## src/rtl/sdl_pkg.sv

```systemverilog
package sdl_pkg;

  localparam int SDL_LANES    = 8;
  localparam int SDL_LANE_W   = 8;
  localparam int SDL_MAX_CL   = 3;
  localparam int SDL_MIN_CL   = 2;
  localparam int SDL_MASK_LAT = 2;

  typedef enum logic {
    LAT_CL2 = 1'b0,
    LAT_CL3 = 1'b1
  } cas_lat_e;

endpackage

```

## src/rtl/sdl_wr_gate.sv

```systemverilog
module sdl_wr_gate #(
  parameter int LANES  = 8,
  parameter int LANE_W = 8
) (
  input  logic                    clk,
  input  logic                    rst_n,
  input  logic                    beat_vld,
  input  logic                    beat_wr,
  input  logic [LANES-1:0]        lane_mask,
  input  logic [LANES*LANE_W-1:0] wr_data,
  output logic [LANES-1:0]        wr_en,
  output logic [LANES*LANE_W-1:0] wr_data_o
);

  logic wr_beat;

  always_comb begin
    wr_beat   = beat_vld & beat_wr;
    wr_en     = '0;
    wr_data_o = wr_data;
    if (wr_beat) begin
      wr_en = ~lane_mask;
    end
  end


  no_wr_on_read_chk: assert property (@(posedge clk) disable iff (!rst_n)
    !(beat_vld && beat_wr) |-> (wr_en == '0));


  mask_blocks_wr_chk: assert property (@(posedge clk) disable iff (!rst_n)
    (beat_vld && beat_wr) |-> ((wr_en & lane_mask) == '0));

endmodule

```

## src/rtl/sdl_delay_line.sv

```systemverilog
module sdl_delay_line #(
  parameter int WIDTH = 8,
  parameter int DEPTH = 2,
  localparam int SEL_W = (DEPTH > 1) ? $clog2(DEPTH) : 1
) (
  input  logic             clk,
  input  logic             rst_n,
  input  logic             en,
  input  logic [WIDTH-1:0] din,
  input  logic [SEL_W-1:0] tap_sel,
  output logic [WIDTH-1:0] tap_out
);

  logic [DEPTH-1:0][WIDTH-1:0] stage_q;
  logic [DEPTH-1:0][WIDTH-1:0] stage_d;

  always_comb begin
    stage_d = stage_q;
    if (en) begin
      stage_d[0] = din;
      for (int s = 1; s < DEPTH; s++) begin
        stage_d[s] = stage_q[s-1];
      end
    end
  end

  always_ff @(posedge clk or negedge rst_n) begin
    if (!rst_n) begin
      stage_q <= '0;
    end else begin
      stage_q <= stage_d;
    end
  end

  always_comb begin
    tap_out = stage_q[tap_sel];
  end

endmodule

```

## src/rtl/sdl_lane_drive.sv

```systemverilog
module sdl_lane_drive #(
  parameter int LANE_W = 8
) (
  input  logic              beat_due,
  input  logic              lane_hide,
  input  logic [LANE_W-1:0] lane_data,
  output logic              dq_oe,
  output logic [LANE_W-1:0] dq_out
);

  always_comb begin
    dq_oe  = beat_due & ~lane_hide;
    dq_out = dq_oe ? lane_data : '0;
  end

endmodule

```

## src/rtl/sdram_lane_datapath.sv

```systemverilog
module sdram_lane_datapath
  import sdl_pkg::*;
#(
  parameter int LANES  = SDL_LANES,
  parameter int LANE_W = SDL_LANE_W
) (
  input  logic                    clk,
  input  logic                    rst_n,
  input  logic                    cfg_load,
  input  logic                    cfg_cl3,
  input  logic                    beat_vld,
  input  logic                    beat_wr,
  input  logic [LANES-1:0]        lane_mask,
  input  logic [LANES*LANE_W-1:0] wr_data,
  input  logic [LANES*LANE_W-1:0] arr_rd_data,
  output logic [LANES-1:0]        arr_wr_en,
  output logic [LANES*LANE_W-1:0] arr_wr_data,
  output logic [LANES*LANE_W-1:0] bus_dq_out,
  output logic [LANES-1:0]        bus_dq_oe
);

  localparam int DATA_W   = LANES * LANE_W;
  localparam int RD_DEPTH = SDL_MAX_CL;
  localparam int RD_SEL_W = (RD_DEPTH > 1) ? $clog2(RD_DEPTH) : 1;
  localparam int MK_DEPTH = SDL_MASK_LAT;
  localparam int MK_SEL_W = (MK_DEPTH > 1) ? $clog2(MK_DEPTH) : 1;

  // latency setting register
  cas_lat_e cl_q;
  cas_lat_e cl_d;

  always_comb begin
    cl_d = cl_q;
    if (cfg_load) begin
      cl_d = cfg_cl3 ? LAT_CL3 : LAT_CL2;
    end
  end

  always_ff @(posedge clk or negedge rst_n) begin
    if (!rst_n) begin
      cl_q <= LAT_CL3;
    end else begin
      cl_q <= cl_d;
    end
  end

  // write side: zero-latency byte gating
  sdl_wr_gate #(
    .LANES  (LANES),
    .LANE_W (LANE_W)
  ) u_wr_gate (
    .clk       (clk),
    .rst_n     (rst_n),
    .beat_vld  (beat_vld),
    .beat_wr   (beat_wr),
    .lane_mask (lane_mask),
    .wr_data   (wr_data),
    .wr_en     (arr_wr_en),
    .wr_data_o (arr_wr_data)
  );

  // read side: data pipeline tapped by latency
  logic                rd_cmd;
  logic [RD_SEL_W-1:0] rd_tap_sel;
  logic [DATA_W:0]     rd_tap;
  logic                beat_due;
  logic [DATA_W-1:0]   beat_data;

  always_comb begin
    rd_cmd     = beat_vld & ~beat_wr;
    rd_tap_sel = (cl_q == LAT_CL3) ? RD_SEL_W'(SDL_MAX_CL - 1)
                                   : RD_SEL_W'(SDL_MIN_CL - 1);
    beat_due   = rd_tap[DATA_W];
    beat_data  = rd_tap[DATA_W-1:0];
  end

  sdl_delay_line #(
    .WIDTH (DATA_W + 1),
    .DEPTH (RD_DEPTH)
  ) u_rd_pipe (
    .clk     (clk),
    .rst_n   (rst_n),
    .en      (1'b1),
    .din     ({rd_cmd, arr_rd_data}),
    .tap_sel (rd_tap_sel),
    .tap_out (rd_tap)
  );

  // read side: independent mask pipeline
  logic [LANES-1:0] lane_hide;

  sdl_delay_line #(
    .WIDTH (LANES),
    .DEPTH (MK_DEPTH)
  ) u_mask_pipe (
    .clk     (clk),
    .rst_n   (rst_n),
    .en      (1'b1),
    .din     (lane_mask),
    .tap_sel (MK_SEL_W'(SDL_MASK_LAT - 1)),
    .tap_out (lane_hide)
  );

  // per-lane output drivers
  for (genvar g = 0; g < LANES; g++) begin : g_lane
    sdl_lane_drive #(
      .LANE_W (LANE_W)
    ) u_lane (
      .beat_due  (beat_due),
      .lane_hide (lane_hide[g]),
      .lane_data (beat_data[g*LANE_W +: LANE_W]),
      .dq_oe     (bus_dq_oe[g]),
      .dq_out    (bus_dq_out[g*LANE_W +: LANE_W])
    );
  end

  // cycles since reset, saturating, used to bound look-back in checks
  logic [1:0] age_q;

  always_ff @(posedge clk or negedge rst_n) begin
    if (!rst_n) begin
      age_q <= 2'd0;
    end else if (age_q != 2'd3) begin
      age_q <= age_q + 2'd1;
    end
  end


  mask_hides_lane_chk: assert property (@(posedge clk) disable iff (!rst_n)
    (age_q == 2'd3) |-> ((bus_dq_oe & $past(lane_mask, 2)) == '0));


  idle_bus_off_chk: assert property (@(posedge clk) disable iff (!rst_n)
    (age_q == 2'd3 && !$past(rd_cmd, 2) && !$past(rd_cmd, 3)) |-> (bus_dq_oe == '0));


  cl2_beat_due_chk: assert property (@(posedge clk) disable iff (!rst_n)
    (age_q == 2'd3 && cl_q == LAT_CL2 && $past(rd_cmd, 2) && $past(lane_mask, 2) == '0)
      |-> (bus_dq_oe == '1));


  cl3_beat_due_chk: assert property (@(posedge clk) disable iff (!rst_n)
    (age_q == 2'd3 && cl_q == LAT_CL3 && $past(rd_cmd, 3) && $past(lane_mask, 2) == '0)
      |-> (bus_dq_oe == '1));

endmodule

```

## config.mk

```make
export PLATFORM = sky130hd
export DESIGN_NAME = sdram_lane_datapath
export DESIGN_NICKNAME = d
export VERILOG_FILES = /design/src/rtl/sdl_pkg.sv /design/src/rtl/sdl_wr_gate.sv /design/src/rtl/sdl_delay_line.sv /design/src/rtl/sdl_lane_drive.sv /design/src/rtl/sdram_lane_datapath.sv
export SDC_FILE = /design/constraint.sdc
export NUM_CORES = 1
export LEC_CHECK = 0
export BUFFER_PORTS_ARGS = -buffer_cell sky130_fd_sc_hd__clkbuf_2
export CAP_MARGIN = 20
export CORE_MARGIN = 5
export CORE_UTILIZATION = 29
export DETAILED_ROUTE_END_ITERATION = 10
export HOLD_SLACK_MARGIN = 0.03
export PLACE_DENSITY = 0.54
export SETUP_SLACK_MARGIN = 0.15
export SYNTH_ARGS = -nofsm -noshare
export SYNTH_HDL_FRONTEND = slang
export SYNTH_SLANG_ARGS = --single-unit
```

## constraint.sdc

```tcl
create_clock -name clk -period 1.2 [get_ports clk]
set_input_delay 0.12 -clock clk [delete_from_list [all_inputs] [get_ports clk]]
set_output_delay 0.12 -clock clk [all_outputs]
set_load 0.01 [all_outputs]
```

==> run metrics, run 1 <==
Switching Fraction=23.2%; DR DRC count=0; Detailed Place HPWL=11,300 um; GRT busiest layer=met2; cell-internal power=12.6 mW; DR vias/cell=4.15; worst vdd ir=1140 uV; Mapped Area=7490 um2; Pwr Total=16.4 mW; kind of cell adding the most delay to the critical path=flip-flops; num ports=286; core area=25,300 um2; total track usage=11.8%; CTS root buffer=clkbuf_16; most frequent cells in the layout=dfrtp_1, clkbuf_2, nand2_1; number of global-route vias before repair=5,078; Seq cells post-synth=212; Pleak=4.53 nW; Worst setup SP type=flip-flop; most common library cell in the layout ignoring fill and taps=dfrtp_1; Slew headroom=66.1%; Setup Crit Path Kind=flip-flop to output pin; register area share after synthesis=70.8%; Area Growth Syn to Fin=40.8%; Clock Path Buffers=3; Diodes inserted=0; nets=874; Clk Latency, worst-skew pair=0.52 ns; share of synthesized flip-flops with an asynchronous set or reset=100%; effective utilization at floorplan=29.6%; first-pass GRT wire length=27,500 um; CP max stage delay=0.58 ns; Synth Instances=541; final hold vios=0; Worst path slowest cell=dfstp_2; ANT nets after route=0; Slew Viols, Final=0; GR Util met2=19.5%; CP Cell Sequence=buf_12 > mux2i_4 > buf_6 > nor2_4 > buf_6; Crit path top cell by count=buf_6; largest net degree at the start of global routing=78; period utilisation layout=163%; total congestion overflow=0; met3 Use GR=3.54%; Placer Congestion=0.737; Critical Path AT=1.84 ns; Rows=58; RSZ-0062 raised after global routing=yes; chip width=171 um; die area=29,200 um2; status=finished, violations left; Mean Syn Cell Area=13.9 um2; CP Capture Type=output pin; Post-Syn Nets=683; die height=171 um; Setup TNS=-50.02 ns; Max Cap Viol=0; Buf/Inv on CP=3; minimum clock period=1.96 ns; wire per inst=15.8 um; layout cells sized above 1=42.0%; Setup-failing EPs final=72; Worst Clk Skew=0.0262 ns; final-layout fill cell count=2,316; Synth Warn #=0; PwrDens=1560 nW/um2; H-tree depth=1; Initial DRT Pass Iterations=4; maximum clock rate=510 MHz; Sink Count=212; Worst-Margin Slew=0.508 ns; part of the power in combinational logic=10.0%; Clock power frac=43.3%; via count=4,485; initial antenna violation count=0; drt total wl=17,000 um; CTS buffer count=24; Yosys cell types=19; setup slack after layout=-0.759 ns; Iteration-0 DRC Markers=188; critical path peak fanout=5; Flop pwr share=46.7%; Post-synth EDFFs=0; clock-pin slew on the worst setup and hold paths=0.06 ns; met1 GRT Util=14.9%; port bufs=157; CTS tree=built; Net Switching=3.81 mW; Req. time, crit path=1.08 ns; failing checks=negative setup slack; min-delay worst type=primary input to asynchronous set/reset pin; ys flop type=dfrtp_1
## synth_stat cells (7+ instances only)
cell	count	share of area (%)
nand2_1	107	5.4
buf_6	11	1.7
buf_2	13	0.87
nand2b_1	7	0.58
or2_1	7	0.58
nand3b_1	11	1.1
buf_4	77	7.7
nand3_1	11	0.73
o22ai_2	48	8.0
dfrtp_1	211	70
a21oi_1	11	0.73
nor2_1	16	0.80
## area by class of cell
type	count	area (um2)	share of cell area, %
sequential	212	5310	50.3
timing repair buffer	268	2170	20.6
multi-input combinational	226	1870	17.7
clock buffer	38	713	6.76
tap	330	413	3.91
clock inverter	6	73.8	0.700
## logic make-up after synthesis
kind of cell	synth area share, %
and+or+nand+nor	9.25
DFF	70.8
muxes	0.451
AOI/OAI and AO/OA	9.17
buffers and inverters	10.3
## metrics by stage
step                instances  worst slack, ns  utilization [%]  hold slack [ns]  cell area (um2)
global route             1080           -0.839             41.7            0.191            10600
CTS                      1080           -0.801             41.0            0.163            10400
detailed placement        958           -0.230             34.3            0.143             8700
global placement          958           -0.228             34.3            0.144             8700
finish                   1080           -0.759             41.7            0.164            10600
floorplan                 541          -0.0514                -           -0.176             7870
## path summary, 6_finish.rpt
kind                       cells past startpoint                   from  slack [ns]                endpoint
setup / recovery                               5                   cl_q       -0.76            bus_dq_oe[4]
hold / removal                                 3                  rst_n        0.16  u_rd_pipe.stage_q[120]
setup reg to reg                               3                   cl_q        0.11                    cl_q
hold reg to reg                                0  u_rd_pipe.stage_q[20]        0.34   u_rd_pipe.stage_q[85]
max in group asynchronous                      3                  rst_n        0.62  u_rd_pipe.stage_q[146]
min in group clk                               2        arr_rd_data[58]        0.24   u_rd_pipe.stage_q[58]
## worst register-to-register path, cell delays in order, from the launching register on
cell and delay (ns):
dfstp_2 0.58, buf_4 0.13, buf_12 0.15, mux2_4 0.17
## power by group through the flow
stage          Combinational, mW  Sequential, mW  Clock (mW)
2_1_floorplan              0.998            7.74           0
3_3_place_gp                1.36            7.78           0
3_5_place_dp                1.36            7.80           0
4_1_cts                     1.61            7.67        7.41
5_1_grt                     1.79            7.71        7.68
6_report                    1.64            7.67        7.11
## routing by layer
| metal | routed length (um) | share of wire, % |
|---|---|---|
| met5 | 0 | 0 |
| met4 | 588 | 3.5 |
| met3 | 1260 | 7.4 |
| met2 | 8200 | 48 |
| met1 | 6980 | 41 |
## sequential cells by signal, summed over array words and instances, names as in the netlist
name	count
u_rd_pipe.stage_q	195
u_mask_pipe.stage_q	16
cl_q	1
## timing repair
action,CTS,global route
hold buffers,77,1
setup buffers,1,0
setup endpoints to repair,73,74
pin swaps,3,6
endpoints found under the hold margin,286,1
gates resized for setup,27,64
gates cloned,0,0
(Power assumes the default switching activity.)
==> run 2: changes to the inputs <==
--- a/config.mk
+++ b/config.mk
@@ -13,6 +13,7 @@
 export HOLD_SLACK_MARGIN = 0.03
 export PLACE_DENSITY = 0.54
 export SETUP_SLACK_MARGIN = 0.15
+export SKIP_LAST_GASP = 1
 export SYNTH_ARGS = -nofsm -noshare
 export SYNTH_HDL_FRONTEND = slang
 export SYNTH_SLANG_ARGS = --single-unit
==> run 2 against run 1 <==
The run still ends with negative setup slack left. Die area unchanged. Sequential power about the same. Count of clock-buffer cells in the layout unchanged. Clock skew about the same. Non-clock buffer count unchanged. Maximum frequency about the same. Via count up 0.16%. Design area down 0.24%. Critical path depth unchanged. Combinational power about the same. Critical path type unchanged. Largest cell class unchanged. Largest power group unchanged. Highest routed layer unchanged.
==> run metrics, run 2 (same netlist as run 1, synthesis figures left out) <==
PwrDens=1560 nW/um2 (+0.26%); Pleak=4.53 nW (-0.13%); Detailed Place HPWL=11,300 um (unchanged); initial antenna violation count=0 (unchanged); cell-internal power=12.6 mW (about the same); effective utilization at floorplan=29.6% (unchanged); total track usage=11.8% (about the same); Largest regs=u_rd_pipe.stage_q x195, u_mask_pipe.stage_q x16, cl_q x1; total congestion overflow=0 (unchanged); status=finished, violations left; Clock Path Buffers=3 (unchanged); DR DRC count=0 (unchanged); pre-CTS setup slack=-0.230 ns (unchanged); wire per inst=15.8 um (about the same); maximum clock rate=510 MHz (about the same); CTS tree=built; Initial DRT Pass Iterations=4 (unchanged); Worst R2R Setup Slack=0.12 ns (about the same); largest reg by FF count=u_rd_pipe.stage_q; r2r worst-path depth=3 (unchanged); Sink Count=212 (unchanged); final hold vios=0 (unchanged); CP Cell Sequence=buf_12 > mux2i_4 > buf_6 > nor2_4 > buf_6; Crit path top cell by count=buf_6; H-tree depth=1 (unchanged); Clock power frac=43.4% (about the same); part of the power in combinational logic=9.9% (about the same); most common library cell in the layout ignoring fill and taps=dfrtp_1; Critical Path AT=1.84 ns (about the same); Switching Fraction=23.2% (+0.029 points); CTS buffer count=24 (unchanged); Diodes inserted=0 (unchanged); ANT nets after route=0 (unchanged); critical path peak fanout=5 (unchanged); Worst path slowest cell=dfstp_2; Max Cap Viol=0 (unchanged); number of global-route vias before repair=5,081 (+0.059%); dpl cells=958 (unchanged); setup slack after layout=-0.760 ns (-0.000988 ns); Net Switching=3.81 mW (+0.15%); GRT busiest layer=met2; CP Capture Type=output pin; CTS root buffer=clkbuf_16; first-pass GRT wire length=27,500 um (about the same); final-layout fill cell count=2,325 (+0.39%); Clk Latency, worst-skew pair=0.52 ns (about the same); Area Growth Syn to Fin=40.5%; port bufs=157 (unchanged); Post-Layout Cell Count=1,080 (unchanged); met3 Use GR=3.54% (unchanged); drt total wl=17,000 um (about the same); worst vdd ir=1140 uV (about the same); layout cells sized above 1=41.3% (-0.67 points); clock-pin slew on the worst setup and hold paths=0.06 ns (about the same); num ports=286 (unchanged); core area=25,300 um2 (unchanged); most frequent cells in the layout=dfrtp_1, clkbuf_2, nand2_1; Slew Viols, Final=0 (unchanged); chip width=171 um (unchanged); Flop pwr share=46.7% (about the same); Iteration-0 DRC Markers=191 (+1.6%); Slew headroom=66.0% (-0.12 points); RSZ-0062 raised after global routing=yes; DR vias/cell=4.16 (+0.16%); die area=29,200 um2 (unchanged); nets=874 (unchanged); Rows=58 (unchanged); die height=171 um (unchanged); via count=4,492 (+0.16%); minimum clock period=1.96 ns (+0.000988 ns); Worst setup SP type=flip-flop; Largest register FFs=195 (unchanged); Worst-Margin Slew=0.510 ns (+0.00187 ns); Setup Crit Path Kind=flip-flop to output pin; met1 GRT Util=14.9% (unchanged); period utilisation layout=163% (about the same); failing checks=negative setup slack; min-delay worst type=primary input to asynchronous set/reset pin; CP max stage delay=0.58 ns (about the same); GR Util met2=19.5% (+0.034 points); Worst Clk Skew=0.0265 ns (+0.000320 ns); largest net degree at the start of global routing=78 (unchanged); Req. time, crit path=1.08 ns (about the same); Placer Congestion=0.737 (unchanged); Setup-failing EPs final=72 (unchanged)
-- run 2: final cells by class --
type | instances | area [um2] | area share (%)
Sequential cell | 212 | 5310 | 50.4
Clock inverter | 6 | 73.8 | 0.701
Multi-Input combinational cell | 226 | 1840 | 17.5
Clock buffer | 38 | 713 | 6.77
Tap cell | 330 | 413 | 3.92
Timing Repair Buffer | 268 | 2170 | 20.7
-- run 2: path summary, 6_finish.rpt --
kind | from | to
min in group clk | arr_rd_data[58] | u_rd_pipe.stage_q[58]
hold / removal | rst_n | u_rd_pipe.stage_q[120]
hold reg to reg | u_rd_pipe.stage_q[20] | u_rd_pipe.stage_q[85]
max in group asynchronous | rst_n | u_rd_pipe.stage_q[146]
setup / recovery | cl_q | bus_dq_oe[4]
setup reg to reg | cl_q | cl_q
-- run 2: metal layers --
layer	share of wire (%)	wire length (um)
met4	3.5	588
met5	0	0
met2	48	8170
met1	41	7030
met3	7.3	1250
-- run 2: worst max-delay path: cells and delay by family, from the launching register on --
family                 cells  cell delay [ns]
AND/OR/NAND/NOR            1             0.04
flip-flops                 1             0.58
multiplexers               1             0.26
buffers and inverters      3             0.44
-- run 2: stage by stage --
stage	instance area, um2	hold WS (ns)	total power [mW]	setup TNS (ns)	utilization, %
after global routing	10500	0.191	17.2	-55.76	41.6
after floorplan	7870	-0.176	8.74	-0.712	-
final	10500	0.165	16.4	-50.18	41.6
after detailed placement	8700	0.143	9.16	-12.89	34.3
after global placement	8700	0.144	9.14	-12.20	34.3
after CTS	10400	0.163	16.7	-53.54	40.9
-- run 2: timing repair --
action | CTS | global route
hold endpoints to repair | 286 | 1
buffers inserted | 1 | 0
pin swaps | 3 | 8
hold buffers | 77 | 1
setup endpoints to repair | 73 | 74
gates resized for setup | 26 | 56
-- run 2: power groups by stage --
stage	Combinational [mW]	Clock, mW	Sequential, mW
after floorplan	0.998	0	7.74
after global placement	1.36	0	7.78
after detailed placement	1.36	0	7.80
after CTS	1.61	7.41	7.67
after global routing	1.79	7.68	7.71
final	1.63	7.12	7.67
==> run 3: changes to the inputs <==
==> constraint.sdc (replaced) <==
create_clock -name clk -period 1.7 [get_ports clk]
set_input_delay 0.17 -clock clk [delete_from_list [all_inputs] [get_ports clk]]
set_output_delay 0.17 -clock clk [all_outputs]
set_load 0.01 [all_outputs]
==> run 3 against run 2 <==
The run still ends with negative setup slack left. Critical path depth unchanged. Core utilization shrank 1.7 points. Clock power down 31%. Sequential power shrank 29%. Via count grew 0.22%. Clock skew is 0.011 ns lower. Critical endpoint is now bus_dq_out[3]. Register-to-register slack better by 0.41 ns. Worst hold slack worse by 0.016 ns. Combinational power decreased by 36%. Die area did not move.
==> run metrics, run 3 (same netlist as run 1, synthesis figures left out) <==
wire per inst=16.2 um (+2.6%); status=finished, violations left; chip width=171 um (unchanged); Rows=58 (unchanged); total track usage=11.7% (-0.15 points); dpl cells=947 (-1.1%); worst hold slack=0.150 ns (-0.0157 ns); most frequent cells in the layout=dfrtp_1, clkbuf_2, nand2_1; Iteration-0 DRC Markers=194 (+1.6%); clock-pin slew on the worst setup and hold paths=0.06 ns (about the same); largest net degree at the start of global routing=57 (-27%); Sink Count=212 (unchanged); Setup-failing EPs final=72 (unchanged); nets=876 (+0.23%); Worst-Margin Slew=0.472 ns (-0.0376 ns); largest reg by FF count=u_rd_pipe.stage_q; Slew Viols, Final=0 (unchanged); Setup TNS=-17.83 ns (+32.35 ns); Clk Latency, worst-skew pair=0.50 ns (-0.02 ns); RSZ-0062 raised after global routing=yes; Clock Path Buffers=3 (unchanged); most common library cell in the layout ignoring fill and taps=dfrtp_1; Worst setup SP type=flip-flop; die area=29,200 um2 (unchanged); die height=171 um (unchanged); Post-Route Utilization=39.9% (-1.7 points); total congestion overflow=0 (unchanged); DR DRC count=0 (unchanged); CTS tree=built; Placer Congestion=0.756 (+2.6%); period utilisation layout=118%; DP Area=8180 um2 (-5.9%); Slew headroom=68.5% (+2.5 points); worst vdd ir=770 uV (-33%); effective utilization at floorplan=29.6% (unchanged); min-delay worst type=primary input to asynchronous set/reset pin; Area Growth Syn to Fin=34.7%; drt total wl=17,500 um (+2.4%); CTS buffer count=23 (-4.2%); Setup Crit Path Kind=flip-flop to output pin; final-layout fill cell count=2,366 (+1.8%); Pleak=4.49 nW (-0.83%); PwrDens=1130 nW/um2 (-28%); Req. time, crit path=1.53 ns (+0.45 ns); final hold vios=0 (unchanged); Worst Clk Skew=0.0157 ns (-0.0108 ns); Initial DRT Pass Iterations=4 (unchanged); first-pass GRT wire length=26,900 um (-2.1%); maximum clock rate=499 MHz; Largest register FFs=195 (unchanged); Critical Path AT=1.83 ns (about the same); setup slack after layout=-0.303 ns (+0.457 ns); minimum clock period=2.00 ns; H-tree depth=1 (unchanged); DR vias/cell=4.18 (+0.41%); Post-Layout Cell Count=1,078 (-0.19%); via count=4,502 (+0.22%); core area=25,300 um2 (unchanged); num ports=286 (unchanged); Detailed Place HPWL=11,500 um (+1.7%); CP Capture Type=output pin; initial antenna violation count=1 (+1); critical path peak fanout=15 (+10); layout cells sized above 1=41.1% (-0.24 points); Max Cap Viol=0 (unchanged); number of global-route vias before repair=4,899 (-3.6%); ANT nets after route=0 (unchanged); Largest regs=u_rd_pipe.stage_q x195, u_mask_pipe.stage_q x16, cl_q x1; post-route cell area=10,100 um2 (-4.1%); port bufs=157 (unchanged); failing checks=negative setup slack; CTS root buffer=clkbuf_16
==> run 3: what timing repair did <==
item | 4_1_cts | 5_1_grt
resized for setup | 20 | 54
pin swaps | 1 | 9
endpoints found under the setup margin | 72 | 72
cloned | 1 | 2
hold endpoints to repair | 285 | 0
hold buffers | 77 | 0
buffers inserted | 5 | 7
==> run 3: worst paths after layout <==
path / start / end / slack, ns / depth (start not counted)
setup / recovery: cl_q / bus_dq_out[3] / -0.30 / 5
hold / removal: rst_n / u_rd_pipe.stage_q[64] / 0.15 / 2
setup reg to reg: cl_q / cl_q / 0.53 / 4
hold reg to reg: u_rd_pipe.stage_q[11] / u_rd_pipe.stage_q[76] / 0.34 / 0
max in group asynchronous: rst_n / u_rd_pipe.stage_q[56] / 0.94 / 3
min in group clk: arr_rd_data[47] / u_rd_pipe.stage_q[47] / 0.31 / 2
==> run 3: final cells by class <==
cell class	instances	area (um2)	area share, %
Sequential cell	212	5310	52.6
Tap cell	330	413	4.09
Timing Repair Buffer	271	2060	20.4
Multi-Input combinational cell	226	1560	15.5
Clock inverter	6	83.8	0.830
Antenna cell	1	2.50	0.0248
Clock buffer	32	669	6.63
==> run 3: routing by layer <==
layer  track usage [%]  wire, um  share of wire (%)
met1              14.8      7250                 42
met2              19.1      8090                 46
met3              3.19      1470                8.4
met4              4.51       640                3.7
met5                 0         0                  0
==> run 3: metrics by stage <==
step                power [mW]  setup slack (ns)
floorplan                 6.03             0.399
global placement          6.28            0.0426
detailed placement        6.29            0.0156
CTS                       11.5            -0.353
global route              11.9            -0.388
finish                    11.4            -0.303
==> run 3: worst max-delay path: stages (launching register included) <==
cell,delay (ns)
dfstp_2,0.57
buf_12,0.16
nand2b_1,0.07
buf_4,0.18
o22ai_2,0.18
clkbuf_2,0.16
==> run 3: where the power goes <==
part	total, mW	switching [mW]	leakage (nW)	internal [mW]
Clock	4.93	1.90	0.374	3.03
Combinational	1.05	0.532	1.64	0.516
Sequential	5.41	0.102	2.47	5.31
Total	11.4	2.54	4.49	8.85
